## src/rtl/sdio_rw_pkg.sv

```systemverilog
package sdio_rw_pkg;
  typedef enum logic [2:0] {
    ST_IDLE      = 3'd0,
    ST_RW_DLY    = 3'd1,
    ST_RW_HOLD   = 3'd2,
    ST_STOP_DLY  = 3'd3,
    ST_STOP_PULS = 3'd4,
    ST_WAIT_DATA = 3'd5,
    ST_RECV      = 3'd6
  } rw_state_e;
endpackage

```

## src/rtl/sdio_rw_qual.sv

```systemverilog
module sdio_rw_qual (
  input  logic dpath_en_i,
  input  logic dir_rx_i,
  input  logic sdio_en_i,
  input  logic rw_start_i,
  input  logic rw_stop_i,
  input  logic rw_method_i,
  output logic go_o
);
  // stop must be low so a pending stop blocks re-entry
  assign go_o = dpath_en_i & dir_rx_i & sdio_en_i & ~rw_method_i
              & rw_start_i & ~rw_stop_i;
endmodule

```

## src/rtl/sdio_rw_fsm.sv

```systemverilog
module sdio_rw_fsm
  import sdio_rw_pkg::*;
#(
  parameter int RW_DLY_CYC   = 2,
  parameter int STOP_DLY_CYC = 2
) (
  input  logic      clk_i,
  input  logic      rst_ni,
  input  logic      dpath_en_i,
  input  logic      sdio_en_i,
  input  logic      go_i,
  input  logic      stop_i,
  input  logic      blk_i,
  input  logic      crc_i,
  output rw_state_e state_o
);
  localparam int MAX_DLY = (RW_DLY_CYC > STOP_DLY_CYC) ? RW_DLY_CYC : STOP_DLY_CYC;
  localparam int CW      = $clog2(MAX_DLY + 1);
  localparam logic [CW-1:0] RW_LAST   = CW'(RW_DLY_CYC - 1);
  localparam logic [CW-1:0] STOP_LAST = CW'(STOP_DLY_CYC - 1);

  rw_state_e state_q, state_d;
  logic [CW-1:0] cnt_q;

  always_comb begin
    state_d = state_q;
    if (!dpath_en_i) begin
      state_d = ST_IDLE;
    end else begin
      unique case (state_q)
        ST_IDLE:      if (blk_i) state_d = ST_RECV;
                      else if (go_i) state_d = ST_RW_DLY;
        ST_RW_DLY:    if (cnt_q == RW_LAST) state_d = ST_RW_HOLD;
        ST_RW_HOLD:   if (stop_i) state_d = ST_STOP_DLY;
        ST_STOP_DLY:  if (cnt_q == STOP_LAST) state_d = ST_STOP_PULS;
        ST_STOP_PULS: state_d = ST_WAIT_DATA;
        ST_WAIT_DATA: if (blk_i) state_d = ST_RECV;
                      else if (go_i) state_d = ST_RW_DLY;
        ST_RECV:      if (crc_i) state_d = go_i ? ST_RW_DLY : ST_WAIT_DATA;
        default:      state_d = ST_IDLE;
      endcase
    end
  end

  always_ff @(posedge clk_i or negedge rst_ni) begin
    if (!rst_ni) begin
      state_q <= ST_IDLE;
      cnt_q   <= '0;
    end else begin
      state_q <= state_d;
      if (state_d == state_q && (state_q == ST_RW_DLY || state_q == ST_STOP_DLY))
        cnt_q <= cnt_q + 1'b1;
      else
        cnt_q <= '0;
    end
  end

  assign state_o = state_q;


  pulse_once_chk: assert property (@(posedge clk_i) disable iff (!rst_ni)
    state_q == ST_STOP_PULS |=> state_q != ST_STOP_PULS);

  stop_takes_hold_chk: assert property (@(posedge clk_i) disable iff (!rst_ni)
    (state_q == ST_RW_HOLD && stop_i && dpath_en_i) |=> state_q == ST_STOP_DLY);

  recv_holds_chk: assert property (@(posedge clk_i) disable iff (!rst_ni)
    (state_q == ST_RECV && !crc_i && dpath_en_i) |=> state_q == ST_RECV);

  no_sdio_no_rw_chk: assert property (@(posedge clk_i) disable iff (!rst_ni)
    (state_q == ST_IDLE && !sdio_en_i) |=> state_q != ST_RW_DLY);

  dpath_off_idle_chk: assert property (@(posedge clk_i) disable iff (!rst_ni)
    !dpath_en_i |=> state_q == ST_IDLE);

  pulse_to_wait_chk: assert property (@(posedge clk_i) disable iff (!rst_ni)
    (state_q == ST_STOP_PULS && dpath_en_i) |=> state_q == ST_WAIT_DATA);
endmodule

```

## src/rtl/sdio_rw_line.sv

```systemverilog
module sdio_rw_line
  import sdio_rw_pkg::*;
(
  input  logic      clk_i,
  input  logic      rst_ni,
  input  logic      dpath_en_i,
  input  rw_state_e state_i,
  input  logic      d1_i,
  output logic      d2_oe_o,
  output logic      d2_o,
  output logic      sdio_irq_o
);
  logic oe_q, val_q;

  // D2 launched on the falling edge of the card clock
  always_ff @(negedge clk_i or negedge rst_ni) begin
    if (!rst_ni) begin
      oe_q  <= 1'b0;
      val_q <= 1'b0;
    end else begin
      oe_q  <= (state_i == ST_RW_HOLD) || (state_i == ST_STOP_DLY) || (state_i == ST_STOP_PULS);
      val_q <= (state_i == ST_STOP_PULS);
    end
  end

  assign d2_oe_o    = oe_q & dpath_en_i;
  assign d2_o       = val_q;
  assign sdio_irq_o = ~d1_i & ((state_i == ST_RW_DLY) || (state_i == ST_RW_HOLD)
                            || (state_i == ST_STOP_DLY));


  oe_gated_chk: assert property (@(posedge clk_i) disable iff (!rst_ni)
    !dpath_en_i |-> !d2_oe_o);
endmodule

```

## src/rtl/sdio_rw_ctrl.sv

```systemverilog
module sdio_rw_ctrl
  import sdio_rw_pkg::*;
#(
  parameter int RW_DLY_CYC   = 2,
  parameter int STOP_DLY_CYC = 2
) (
  input  logic       clk_i,
  input  logic       rst_ni,
  input  logic       dpath_en_i,
  input  logic       dir_rx_i,
  input  logic       sdio_en_i,
  input  logic       rw_start_i,
  input  logic       rw_stop_i,
  input  logic       rw_method_i,
  input  logic       blk_active_i,
  input  logic       crc_done_i,
  input  logic       d1_i,
  output logic       d2_oe_o,
  output logic       d2_o,
  output logic       sdio_irq_o,
  output logic [2:0] state_o
);
  logic      go;
  rw_state_e state;

  sdio_rw_qual i_qual (
    .dpath_en_i (dpath_en_i),
    .dir_rx_i   (dir_rx_i),
    .sdio_en_i  (sdio_en_i),
    .rw_start_i (rw_start_i),
    .rw_stop_i  (rw_stop_i),
    .rw_method_i(rw_method_i),
    .go_o       (go)
  );

  sdio_rw_fsm #(
    .RW_DLY_CYC  (RW_DLY_CYC),
    .STOP_DLY_CYC(STOP_DLY_CYC)
  ) i_fsm (
    .clk_i     (clk_i),
    .rst_ni    (rst_ni),
    .dpath_en_i(dpath_en_i),
    .sdio_en_i (sdio_en_i),
    .go_i      (go),
    .stop_i    (rw_stop_i),
    .blk_i     (blk_active_i),
    .crc_i     (crc_done_i),
    .state_o   (state)
  );

  sdio_rw_line i_line (
    .clk_i     (clk_i),
    .rst_ni    (rst_ni),
    .dpath_en_i(dpath_en_i),
    .state_i   (state),
    .d1_i      (d1_i),
    .d2_oe_o   (d2_oe_o),
    .d2_o      (d2_o),
    .sdio_irq_o(sdio_irq_o)
  );

  assign state_o = state;


  stop_blocks_entry_chk: assert property (@(posedge clk_i) disable iff (!rst_ni)
    (state == ST_WAIT_DATA && rw_stop_i) |=> state != ST_RW_DLY);
endmodule

```

## config.mk

```make
export PLATFORM = sky130hd
export DESIGN_NAME = sdio_rw_ctrl
export DESIGN_NICKNAME = d
export VERILOG_FILES = /design/src/rtl/sdio_rw_pkg.sv /design/src/rtl/sdio_rw_qual.sv /design/src/rtl/sdio_rw_fsm.sv /design/src/rtl/sdio_rw_line.sv /design/src/rtl/sdio_rw_ctrl.sv
export SDC_FILE = /design/constraint.sdc
export NUM_CORES = 1
export LEC_CHECK = 0
export BUFFER_PORTS_ARGS = -buffer_cell sky130_fd_sc_hd__buf_4
export CELL_PAD_IN_SITES_DETAIL_PLACEMENT = 0
export CELL_PAD_IN_SITES_GLOBAL_PLACEMENT = 1
export CORE_AREA = 2 2 39 41
export DETAILED_ROUTE_END_ITERATION = 10
export DIE_AREA = 0 0 41 43
export GPL_ROUTABILITY_DRIVEN = 0
export PLACE_DENSITY = 0.86
export SLEW_MARGIN = 20
export SYNTH_ARGS = -nofsm -noshare
export SYNTH_HDL_FRONTEND = slang
export SYNTH_SLANG_ARGS = --single-unit
```

## constraint.sdc

```tcl
create_clock -name clk_i -period 3.9 [get_ports clk_i]
set_clock_uncertainty 0.2 [all_clocks]
set_input_delay 0.195 -clock clk_i [delete_from_list [all_inputs] [get_ports clk_i]]
set_output_delay 0.195 -clock clk_i [all_outputs]
set_load 0.02 [all_outputs]
```

==> impl_metrics.csv <==
group,metric,value,unit
clock_network,postCtsSetupBuffers,0,
clock_network,clk_latency,0.25,ns
pwr,ir_worst_vdd,0.282,mV
synth,avgSynthCellArea,9.72,µm²
drt,top_layer,"met4",
synth,synthTopCellsByCount,"dfrtp_1 (5), inv_1 (4), nor2_1 (4)",
clock_network,htree_levels,1,
global_routing,grt-ovfl-total,0,
hold_path,min_path_type,"input pin to flip-flop",
clock_network,cts.path.max_buffers,2,
setup_path,worstPathRequired,3.50,ns
floorplanning,die_h,43,µm
timing,drv_slew,0,
setup_path,crit_type,"flip-flop to output port",
drt,drtAntennaViolNets,0,
layout,syn_to_final_growth,32.6,%
placement,dp_cells,76,
setup_path,cp_cell_sequence,"and2_1 > buf_4",
synth,synth.most_common_cell,"dfrtp_1",
synth,synth_cell_types,31,
timing,hold_ws,0.0523,ns
floorplanning,rows,14,
global_routing,antenna_found_initial,0,
layout,drive_above_1_share,0.338,
flow_run,maxCapViolCount,0,
synth,synth_flop_cell,"dfrtp_1",
clock_network,cts_resized,0,
pwr,leakage,0.280,nW
setup_path,rr_worst_depth,2,
setup_path,cp-start-kind,"flip-flop",
layout,fin_area,606,µm²
floorplanning,core_area,1380,µm²
clock_network,cts_tree,"done",
pwr,power.net_switching,126,µW
drt,detail_route.iter0.violations,10,
clock_network,numCtsBuffers,3,
pwr,p_sw_frac,0.380,
drt,vias,422,
synth,syn_area,457,µm²
pwr,p_comb_frac,0.427,
setup_path,critical_path_arrival,2.84,ns
synth,synth_nets,59,
layout,fin_nets,78,
setup_path,crit_path_max_fanout,1,
synth,async_reset_ff_frac,1.00,
global_routing,grt_pass1_vias,403,
synth,seq_area_frac_synth,0.384,
placement,dp_hpwl,766,µm
pwr,p_total,332,µW
clock_network,cts_num_sinks,7,
layout,final_util,0.438,
floorplanning,initial_core_util,0.330,
hold_path,holdPathStages,3,
synth,postSynthCellCount,47,
drt,totalWireLength,1010,µm
setup_path,reg2reg_slack,0.70,ns
synth,synth_area_leaders,"dfrtp_1 (27%), dfrtn_1 (11%), buf_6 (4.9%)",
layout,num-fill-cells,147,
pwr,p_clk_frac,0.194,
drt,met2_length,464,µm
setup_path,cpMaxStageDelayCell,"dfrtn_1",
setup_path,worst_setup_path_end_kind,"output port",
drt,met1Wirelength,466,µm
clock_network,clock-root-buffer,"clkbuf_4",
timing,setup_violations,0,
pwr,p_int,206,µW
global_routing,grt_pass1_wl,1670,µm
floorplanning,ios,17,
drt,wl_met3,73,µm
placement,pre_cts_ws,0.696,ns
synth,synth_top_area_share,0.274,
layout,antenna-diode-count,0,
layout,final_cells,81,
synth,synth_warnings,0,
timing,grt_setup_unrepaired,"no",
timing,relSlewSlack,0.709,
synth,synth_edf_count,0,
global_routing,grt_max_degree,16,
drt,wl_per_cell,12.5,µm
timing,setup_tns,0,ns
pwr,p_seq_frac,0.379,
drt,drcViolationCount,0,
synth,yosysTopAreaCell,"dfrtp_1",
global_routing,grt_util_all_layers,0.141,
setup_path,cp_slowest_stage_delay,0.37,ns
outcome,status,"finished clean",
synth,ys_ff_latch,7,
timing,hold_viol,0,
timing,tightest_slew,0.437,ns
timing,setup_ws,0.668,ns
clock_network,clk_pin_slew,0.05,ns
drt,viasPerCell,5.21,
floorplanning,die-area,1760,µm²
drt,drtPass1Iterations,3,
pwr,power_density,548,nW/µm²
placement,placed_area,569,µm²
placement,port_buffers,16,
floorplanning,die_w,41,µm
logic make-up (layout without fill, tap and decap cells):
family	count (synthesis)	after routing	synth area share
simple gates	19	19	0.277
xor+xnor	1	1	0.0192
flops	7	7	0.384
compound gates	12	12	0.200
fa+ha+maj	1	1	0.0274
buf+inv	7	25	0.0931
flip-flops by register name, indices dropped and copies added, names as in the netlist:
name	count
i_fsm.cnt_q	2
i_fsm.state_o	3
i_line.d2_o	1
i_line.oe_q	1
layout make-up:
cell class / instances / area (µm²) / share of cell area
Multi-Input combinational cell: 33 / 239 / 0.395
Sequential cell: 7 / 175 / 0.289
Timing Repair Buffer: 17 / 130 / 0.215
Clock buffer: 4 / 26.3 / 0.0434
Tap cell: 16 / 20.0 / 0.0331
Inverter: 4 / 15.0 / 0.0248
cells in the final DEF (no fill, tap or decap), drive strengths merged, types with 2 or more instances in the layout:
master | Yosys | final
nand2 | 2 | 2
a31oi | 3 | 3
and2 | 2 | 2
clkbuf | 0 | 4
o21ai | 2 | 2
dfrtn | 2 | 2
nor2 | 4 | 4
nand2b | 2 | 2
inv | 4 | 4
dfrtp | 5 | 5
buf | 3 | 16
critical path, delay by kind of cell, from the launching register on:
family | cells | cell delay [ns]
buf+inv | 1 | 0.14
flops | 1 | 0.37
simple gates | 1 | 0.12
power groups by stage:
stage                     clock network (mW)  registers [mW]  logic, mW
after global routing                  0.0699           0.132      0.157
after detailed placement                   0           0.127      0.141
after global placement                     0           0.125      0.143
final                                 0.0643           0.126      0.142
after floorplan                            0           0.120      0.109
after CTS                             0.0674           0.126      0.143
what timing repair did:
item                                    4_1_cts  5_1_grt
hold endpoints to repair                      5        0
endpoints found under the setup margin        0        0
hold buffers                                  1        0
final timing paths:
kind	startpoint	to
max	i_line.oe_q$_DFF_NN0_	d2_oe_o
min reg2reg	i_fsm.cnt_q[0]$_DFF_PN0_	i_fsm.cnt_q[0]$_DFF_PN0_
max in group asynchronous	rst_ni	i_line.oe_q$_DFF_NN0_
min in group asynchronous	rst_ni	i_fsm.state_o[1]$_DFF_PN0_
max reg2reg	i_fsm.state_o[2]$_DFF_PN0_	i_line.oe_q$_DFF_NN0_
min	dpath_en_i	i_fsm.cnt_q[1]$_DFF_PN0_
routing by layer:
| metal | track usage | vias to the layer above |
|---|---|---|
| li1 | - | 210 |
| met1 | 0.201 | 195 |
| met2 | 0.188 | 15 |
| met3 | 0.0471 | 2 |
| met4 | 0.0600 | 0 |
| met5 | 0 | - |
No activity file was read; power rests on OpenSTA's default activity.
